`src/rtl/dma2_pkg.sv`:
```
package dma2_pkg;
  typedef enum logic [2:0] {
    ST_IDLE,
    ST_ACQ_OUT,
    ST_ACQ_IN,
    ST_REQ,
    ST_DATA,
    ST_UPD
  } eng_state_t;
endpackage

```
`src/rtl/dma2_chan_regs.sv`:
```
module dma2_chan_regs #(
  parameter int AW = 16,
  parameter int LW = 12,
  parameter int BW = 4
) (
  input  logic          clk,
  input  logic          rst,
  input  logic          wr_src,
  input  logic          wr_dst,
  input  logic          wr_len,
  input  logic [AW-1:0] wdata_addr,
  input  logic [LW-1:0] wdata_len,
  input  logic          wdata_run,
  input  logic          upd,
  input  logic [BW-1:0] upd_n,
  output logic [AW-1:0] src_o,
  output logic [AW-1:0] dst_o,
  output logic [LW-1:0] len_o,
  output logic          run_o
);
  always_ff @(posedge clk) begin
    if (rst) begin
      src_o <= '0;
      dst_o <= '0;
      len_o <= '0;
      run_o <= 1'b0;
    end else if (upd) begin
      src_o <= src_o + AW'(upd_n);
      dst_o <= dst_o + AW'(upd_n);
      len_o <= len_o - LW'(upd_n);
      if (len_o == LW'(upd_n)) run_o <= 1'b0;
    end else if (!run_o) begin
      if (wr_src) src_o <= wdata_addr;
      if (wr_dst) dst_o <= wdata_addr;
      if (wr_len) begin
        len_o <= wdata_len;
        run_o <= wdata_run;
      end
    end
  end

  // a running channel's registers move only through burst updates
  assert_locked_R10: assert property (@(posedge clk) disable iff (rst)
    run_o && !upd |=> $stable(src_o) && $stable(dst_o) && $stable(len_o));
endmodule

```
`src/rtl/dma2_arb.sv`:
```
module dma2_arb (
  input  logic [1:0] run,
  input  logic       last,
  output logic       any,
  output logic       pick
);
  always_comb begin
    any  = |run;
    pick = (run == 2'b11) ? ~last : run[1];
  end
endmodule

```
`src/rtl/dma2_engine.sv`:
```
module dma2_engine
  import dma2_pkg::*;
#(
  parameter int AW    = 16,
  parameter int DW    = 32,
  parameter int LW    = 12,
  parameter int BURST = 8,
  parameter int BW    = 4
) (
  input  logic                clk,
  input  logic                rst,
  input  logic [1:0]          run,
  input  logic [1:0][AW-1:0]  src_i,
  input  logic [1:0][AW-1:0]  dst_i,
  input  logic [1:0][LW-1:0]  len_i,
  input  logic                slv_req,
  input  logic                in_req,
  input  logic                out_pending,
  input  logic                in_pending,
  output logic                slv_retry,
  output logic                in_hold,
  output logic                rq_valid,
  input  logic                rq_ready,
  output logic [AW-1:0]       rq_addr,
  output logic [BW-1:0]       rq_len,
  input  logic                rx_valid,
  output logic                rx_ready,
  input  logic [DW-1:0]       rx_data,
  output logic                wr_valid,
  input  logic                wr_ready,
  output logic [AW-1:0]       wr_addr,
  output logic [DW-1:0]       wr_data,
  output logic                upd,
  output logic                upd_ch,
  output logic [BW-1:0]       upd_n,
  output logic [1:0]          cmpl
);
  eng_state_t    state;
  logic          cur, last, foreign;
  logic [BW-1:0] cnt, blen;
  logic          arb_any, arb_pick;
  logic [LW-1:0] rem_after;
  logic          finish;

  function automatic logic [BW-1:0] burst_of(input logic [LW-1:0] l);
    if (l >= LW'(BURST)) return BW'(BURST);
    else return l[BW-1:0];
  endfunction

  dma2_arb u_arb (.run(run), .last(last), .any(arb_any), .pick(arb_pick));

  always_comb begin
    rem_after = len_i[cur] - LW'(blen);
    finish    = (len_i[cur] == LW'(blen));
    rq_valid  = (state == ST_REQ);
    rq_addr   = src_i[cur];
    rq_len    = blen;
    rx_ready  = (state == ST_DATA) && wr_ready;
    wr_valid  = (state == ST_DATA) && rx_valid;
    wr_addr   = dst_i[cur] + AW'(cnt);
    wr_data   = rx_data;
    upd       = (state == ST_UPD);
    upd_ch    = cur;
    upd_n     = blen;
    cmpl      = '0;
    cmpl[cur] = upd && finish;
  end

  always_ff @(posedge clk) begin
    if (rst) begin
      state     <= ST_IDLE;
      cur       <= 1'b0;
      last      <= 1'b1;
      foreign   <= 1'b0;
      cnt       <= '0;
      blen      <= '0;
      slv_retry <= 1'b0;
      in_hold   <= 1'b0;
    end else begin
      if (state != ST_IDLE && (slv_req || in_req)) foreign <= 1'b1;
      case (state)
        ST_IDLE: begin
          foreign <= 1'b0;
          if (arb_any) begin
            cur  <= arb_pick;
            last <= arb_pick;
            blen <= burst_of(len_i[arb_pick]);
            if (len_i[arb_pick] == '0) state <= ST_UPD;
            else begin
              state     <= ST_ACQ_OUT;
              slv_retry <= 1'b1;
            end
          end
        end
        ST_ACQ_OUT: if (!out_pending) begin
          state   <= ST_ACQ_IN;
          in_hold <= 1'b1;
        end
        ST_ACQ_IN: if (!in_pending) state <= ST_REQ;
        ST_REQ: if (rq_ready) begin
          state <= ST_DATA;
          cnt   <= '0;
        end
        ST_DATA: if (rx_valid && wr_ready) begin
          cnt <= cnt + BW'(1);
          if (cnt == blen - BW'(1)) state <= ST_UPD;
        end
        ST_UPD: begin
          if (finish || foreign || slv_req || in_req || run[~cur]) begin
            state     <= ST_IDLE;
            slv_retry <= 1'b0;
            in_hold   <= 1'b0;
          end else begin
            blen  <= burst_of(rem_after);
            state <= ST_REQ;
          end
        end
        default: state <= ST_IDLE;
      endcase
    end
  end

  // inbound hold follows local retry and a drained outbound path
  assert_hold_order_R3: assert property (@(posedge clk) disable iff (rst)
    $rose(in_hold) |-> $past(slv_retry) && !$past(out_pending));
  // no request unless both acquisition phases are in force
  assert_req_held_R2: assert property (@(posedge clk) disable iff (rst)
    rq_valid |-> slv_retry && in_hold);
  // a waiting request stays stable
  assert_req_stable_R4: assert property (@(posedge clk) disable iff (rst)
    rq_valid && !rq_ready |=> rq_valid && $stable(rq_addr) && $stable(rq_len));
  // burst size bounded
  assert_burst_bound_R4: assert property (@(posedge clk) disable iff (rst)
    rq_valid |-> (rq_len != '0) && (rq_len <= BW'(BURST)));
endmodule

```
`src/rtl/dma2_seq.sv`:
```
module dma2_seq #(
  parameter int AW    = 16,
  parameter int DW    = 32,
  parameter int LW    = 12,
  parameter int BURST = 8,
  localparam int BW   = $clog2(BURST + 1)
) (
  input  logic          clk,
  input  logic          rst,
  input  logic          reg_wr,
  input  logic [2:0]    reg_addr,
  input  logic [DW-1:0] reg_wdata,
  output logic [DW-1:0] reg_rdata,
  input  logic          slv_req,
  output logic          slv_retry,
  input  logic          out_pending,
  input  logic          in_req,
  output logic          in_hold,
  input  logic          in_pending,
  output logic          rq_valid,
  input  logic          rq_ready,
  output logic [AW-1:0] rq_addr,
  output logic [BW-1:0] rq_len,
  input  logic          rx_valid,
  output logic          rx_ready,
  input  logic [DW-1:0] rx_data,
  output logic          wr_valid,
  input  logic          wr_ready,
  output logic [AW-1:0] wr_addr,
  output logic [DW-1:0] wr_data,
  output logic          irq
);
  localparam logic [2:0] A_STAT = 3'd3;

  logic [1:0][AW-1:0] src_a, dst_a;
  logic [1:0][LW-1:0] len_a;
  logic [1:0]         run_a;
  logic [1:0]         done, ien, cmpl;
  logic               upd, upd_ch;
  logic [BW-1:0]      upd_n;
  logic               wr_stat;

  assign wr_stat = reg_wr && (reg_addr == A_STAT);

  for (genvar c = 0; c < 2; c++) begin : g_ch
    dma2_chan_regs #(.AW(AW), .LW(LW), .BW(BW)) u_regs (
      .clk(clk), .rst(rst),
      .wr_src(reg_wr && reg_addr == 3'(4*c)),
      .wr_dst(reg_wr && reg_addr == 3'(4*c+1)),
      .wr_len(reg_wr && reg_addr == 3'(4*c+2)),
      .wdata_addr(reg_wdata[AW-1:0]),
      .wdata_len(reg_wdata[LW-1:0]),
      .wdata_run(reg_wdata[DW-1]),
      .upd(upd && (upd_ch == 1'(c))),
      .upd_n(upd_n),
      .src_o(src_a[c]), .dst_o(dst_a[c]), .len_o(len_a[c]), .run_o(run_a[c])
    );
  end

  dma2_engine #(.AW(AW), .DW(DW), .LW(LW), .BURST(BURST), .BW(BW)) u_eng (
    .clk(clk), .rst(rst), .run(run_a),
    .src_i(src_a), .dst_i(dst_a), .len_i(len_a),
    .slv_req(slv_req), .in_req(in_req),
    .out_pending(out_pending), .in_pending(in_pending),
    .slv_retry(slv_retry), .in_hold(in_hold),
    .rq_valid(rq_valid), .rq_ready(rq_ready), .rq_addr(rq_addr), .rq_len(rq_len),
    .rx_valid(rx_valid), .rx_ready(rx_ready), .rx_data(rx_data),
    .wr_valid(wr_valid), .wr_ready(wr_ready), .wr_addr(wr_addr), .wr_data(wr_data),
    .upd(upd), .upd_ch(upd_ch), .upd_n(upd_n), .cmpl(cmpl)
  );

  function automatic logic [DW-1:0] len_word(input logic r, input logic [LW-1:0] l);
    logic [DW-1:0] w;
    w = '0;
    w[LW-1:0] = l;
    w[DW-1] = r;
    return w;
  endfunction

  always_ff @(posedge clk) begin
    if (rst) begin
      done      <= '0;
      ien       <= '0;
      irq       <= 1'b0;
      reg_rdata <= '0;
    end else begin
      if (wr_stat) ien <= reg_wdata[3:2];
      done <= (done & ~(wr_stat ? reg_wdata[1:0] : 2'b00)) | cmpl;
      irq  <= |(done & ien);
      case (reg_addr)
        3'd0:    reg_rdata <= DW'(src_a[0]);
        3'd1:    reg_rdata <= DW'(dst_a[0]);
        3'd2:    reg_rdata <= len_word(run_a[0], len_a[0]);
        3'd3:    reg_rdata <= DW'({ien, done});
        3'd4:    reg_rdata <= DW'(src_a[1]);
        3'd5:    reg_rdata <= DW'(dst_a[1]);
        3'd6:    reg_rdata <= len_word(run_a[1], len_a[1]);
        default: reg_rdata <= '0;
      endcase
    end
  end

  // completion drops the run flag
  assert_run_clear_R8: assert property (@(posedge clk) disable iff (rst)
    cmpl[0] |=> !run_a[0]);
  assert_run_clear1_R8: assert property (@(posedge clk) disable iff (rst)
    cmpl[1] |=> !run_a[1]);
  // an enabled completion reaches the interrupt
  assert_irq_R9: assert property (@(posedge clk) disable iff (rst)
    cmpl[0] && ien[0] && !wr_stat |=> ##1 irq);
endmodule

```
`config.mk`:
```
export PLATFORM = sky130hd
export DESIGN_NAME = dma2_seq
export DESIGN_NICKNAME = d
export VERILOG_FILES = /design/src/rtl/dma2_pkg.sv /design/src/rtl/dma2_chan_regs.sv /design/src/rtl/dma2_arb.sv /design/src/rtl/dma2_engine.sv /design/src/rtl/dma2_seq.sv
export SDC_FILE = /design/constraint.sdc
export NUM_CORES = 1
export LEC_CHECK = 0
export BUFFER_PORTS_ARGS = -buffer_cell sky130_fd_sc_hd__buf_2
export CAP_MARGIN = 10
export CORE_MARGIN = 2
export CORE_UTILIZATION = 30
export CTS_BUF_LIST = sky130_fd_sc_hd__clkbuf_8
export CTS_CLUSTER_DIAMETER = 60
export CTS_CLUSTER_SIZE = 40
export DETAILED_ROUTE_END_ITERATION = 10
export HOLD_SLACK_MARGIN = 0.12
export PLACE_DENSITY = 0.48
export SLEW_MARGIN = 15
export SYNTH_ARGS = -nofsm -noshare
export SYNTH_HDL_FRONTEND = slang
export SYNTH_SLANG_ARGS = --single-unit
```
`constraint.sdc`:
```
create_clock -name clk -period 10.8 [get_ports clk]
set_input_delay 2.16 -clock clk [delete_from_list [all_inputs] [get_ports clk]]
set_output_delay 2.16 -clock clk [all_outputs]
set_load 0.03 [all_outputs]
```
==> out/metrics.yaml <==
global_route:
  grt_first_pass_wirelength_um: 52200
  grt.met2_usage: 0.335
  met1_usage: 0.282
  grtUsageMet3: 0.0350
  grt-busiest-layer: "met2"
  grt_start_max_net_pins: 63
  grt_antenna_before_repair: 0
  grt_pass1_vias: 8660
  grt-ovfl-total: 0
  grt_use_total: 0.206
synthesis:
  synth.distinct_cells: 80
  synth_flop_cell: "dfxtp_1"
  synth_area_per_cell_um2: 7.94
  ys_seq_elements: 128
  synth_cells: 1174
  synth_edf_count: 0
  synth_area_leaders: "dfxtp_1 27%, ha_1 4.6%, nor2_1 4.3%, buf_4 4.0%, nand2_1 3.9%"
  yosys_warnings: 0
  async_flop_share: 0
  netlist.area_leader.share: 0.275
  syn_area_um2: 9330
  yosysSeqAreaShare: 0.275
  synth_top_area_cell: "dfxtp_1"
die:
  dieArea_um2: 32500
  core_area_um2: 30600
  start_util: 0.305
  die_x_um: 180
  die_y_um: 180
  pin_count: 183
  rows: 64
clock_network:
  clk_latency_ns: 0.47
  path_clk_slew_ns: 0.08
  htree_levels: 4
  cts_hold_buf: 0
  clock-sinks: 128
  clk_path_buf_depth: 2
  numCtsBuffers: 17
  cts_root_buf: "clkbuf_8"
  cts_resized: 0
  cts_tree: "yes"
  post_cts.repair.setup_buffers: 0
setup_path:
  critPathMaxFanout: 35
  crit_required_ns: 8.64
  worstSetupStartpointType: "flip-flop"
  crit_arrival_ns: 3.88
  path_class: "flip-flop to output port"
  cp-end-kind: "output port"
hold_path:
  hold_path.class: "flip-flop to flip-flop"
layout:
  fin_cells: 1594
  multi_input_area_um2: 6000
  nNetsFinal: 1305
  n_antenna_cell: 0
  syn_to_final_growth_pct: 9.12
  final_common_cell: "dfxtp_1"
  final_cell_mix: "127 x dfxtp_1, 104 x nor2_1, 97 x nand2_1, 87 x buf_2, 72 x a21oi_1"
  drive_above_1_share: 0.160
  ff_latch_area_um2: 2560
  n_fill_cell: 3287
place:
  dpl_worst_slack_ns: 5.14
  port_buffers: 88
  dp_hpwl_um: 24100
  dp_cells: 1563
  globalplace.congestion: 0.830
sta:
  finClkSkew_ns: 0.0174
  setup_violations: 0
  layout_setup_ws_ns: 4.76
  fin_setup_tns_ns: 0
  post-route-period-util: 0.559
  hold_viol_final: 0
  rsz0062_at_grt: "no"
  relSlewSlack: 0.423
  layout_min_cycle_time_ns: 6.04
  fmax_mhz: 166
  drv_slew: 0
  tightest_slew_ns: 0.862
pwr:
  p_per_area_nw_per_um2: 131
  p_leak_nw: 3.76
  ir_worst_vdd_mv: 0.0728
drt:
  wl_per_cell_um: 21.1
  route.detailed.drc: 0
  first_iter_violations: 708
  drt_wl_total_um: 33600
  dr.pass1.iters: 5
  vias_per_cell: 5.59
  postRouteAntennaNets: 0
  vias: 8917
status:
  status: "finished clean"
job:
  drv_cap: 0
[flip-flops by register name, indices dropped and copies added (netlist names), 2 cells and up]
| signal | flops |
|---|---|
| done | 2 |
| g_ch.u_regs.len_o | 24 |
| u_eng.state | 3 |
| reg_rdata | 17 |
| ien | 2 |
| g_ch.u_regs.dst_o | 32 |
| u_eng.cnt | 4 |
| g_ch.u_regs.run_o | 2 |
| g_ch.u_regs.src_o | 32 |
| u_eng.rq_len | 4 |
[final cells by class]
| class | count | share of cell area |
|---|---|---|
| tap | 396 | 0.0487 |
| timing repair buffer | 100 | 0.0524 |
| clock buffer | 17 | 0.0230 |
| sequential | 128 | 0.252 |
| inverter | 43 | 0.0159 |
| multi-input combinational | 896 | 0.589 |
| clock inverter | 14 | 0.0189 |
[kinds of logic after synthesis]
group,Yosys count,synth area share
AOI/OAI and AO/OA,341,0.253
xor gates and xnor gates,38,0.0357
adders and majority gates,42,0.0628
buffers and inverters,164,0.0887
DFF,128,0.275
muxes,62,0.0711
other,1,0.000402
and+or+nand+nor,398,0.213
[metrics by stage]
stage               hold slack (ns)  cell area, µm²   util  power (mW)
global route                  0.486           10200  0.333        1.40
floorplan                     0.445            9380      -       0.797
finish                        0.445           10200  0.333        1.33
CTS                           0.451           10200  0.333        1.34
detailed placement            0.434            9750  0.319       0.868
global placement              0.440            9750  0.319       0.865
[worst paths after layout]
path	slack [ns]	end	from	cells past startpoint
worst min register to register	0.44	u_eng.slv_retry$_SDFFE_PP0P_	u_eng.slv_retry$_SDFFE_PP0P_	1
worst max-delay path	4.76	wr_addr[13]	u_eng.upd_ch$_SDFFE_PP0P_	10
worst max register to register	7.22	u_eng.rq_len[0]$_SDFFE_PP0P_	u_eng.upd_ch$_SDFFE_PP0P_	9
worst min-delay path	0.44	u_eng.slv_retry$_SDFFE_PP0P_	u_eng.slv_retry$_SDFFE_PP0P_	1
[report_power, final]
part	switching [mW]	internal (mW)	total [mW]
Combinational	0.199	0.117	0.316
Sequential	0.0489	0.495	0.544
Clock	0.220	0.250	0.470
[worst max-delay path, stage by stage (launching register included)]
cell and delay (ns):
dfxtp_2 0.74, buf_4 0.53, mux2_2 0.26, ha_1 0.17
a21oi_1 0.09, o21ai_0 0.54, and4_1 0.44, nand3_1 0.12
xor2_1 0.16, o22ai_1 0.13, buf_2 0.23
[routing by layer]
layer	up-vias	wire [µm]
met5	-	0
met4	0	569
met3	32	1940
met2	272	15700
met1	4307	15400
li1	4306	-
[cells in the mapped netlist (11+ instances only)]
master and instances:
o21ai_0 45, buf_4 50, dfxtp_1 128, buf_2 19, nor3_1 28, nor4_1 15, xnor2_1 21, buf_1 12
o211ai_1 13, a31oi_1 31, or3_1 14, and3_1 13, and2_1 11, nand4_1 12, a311oi_1 14, nor2b_1 18
a21oi_1 72, a22oi_1 47, mux2_2 30, a211oi_1 28, nand2_1 97, o21a_1 11, nand3_1 36, ha_1 34
inv_1 43, mux2i_1 31, clkbuf_1 40, xor2_1 17, nor2_1 106
(Power assumes the default switching activity.)
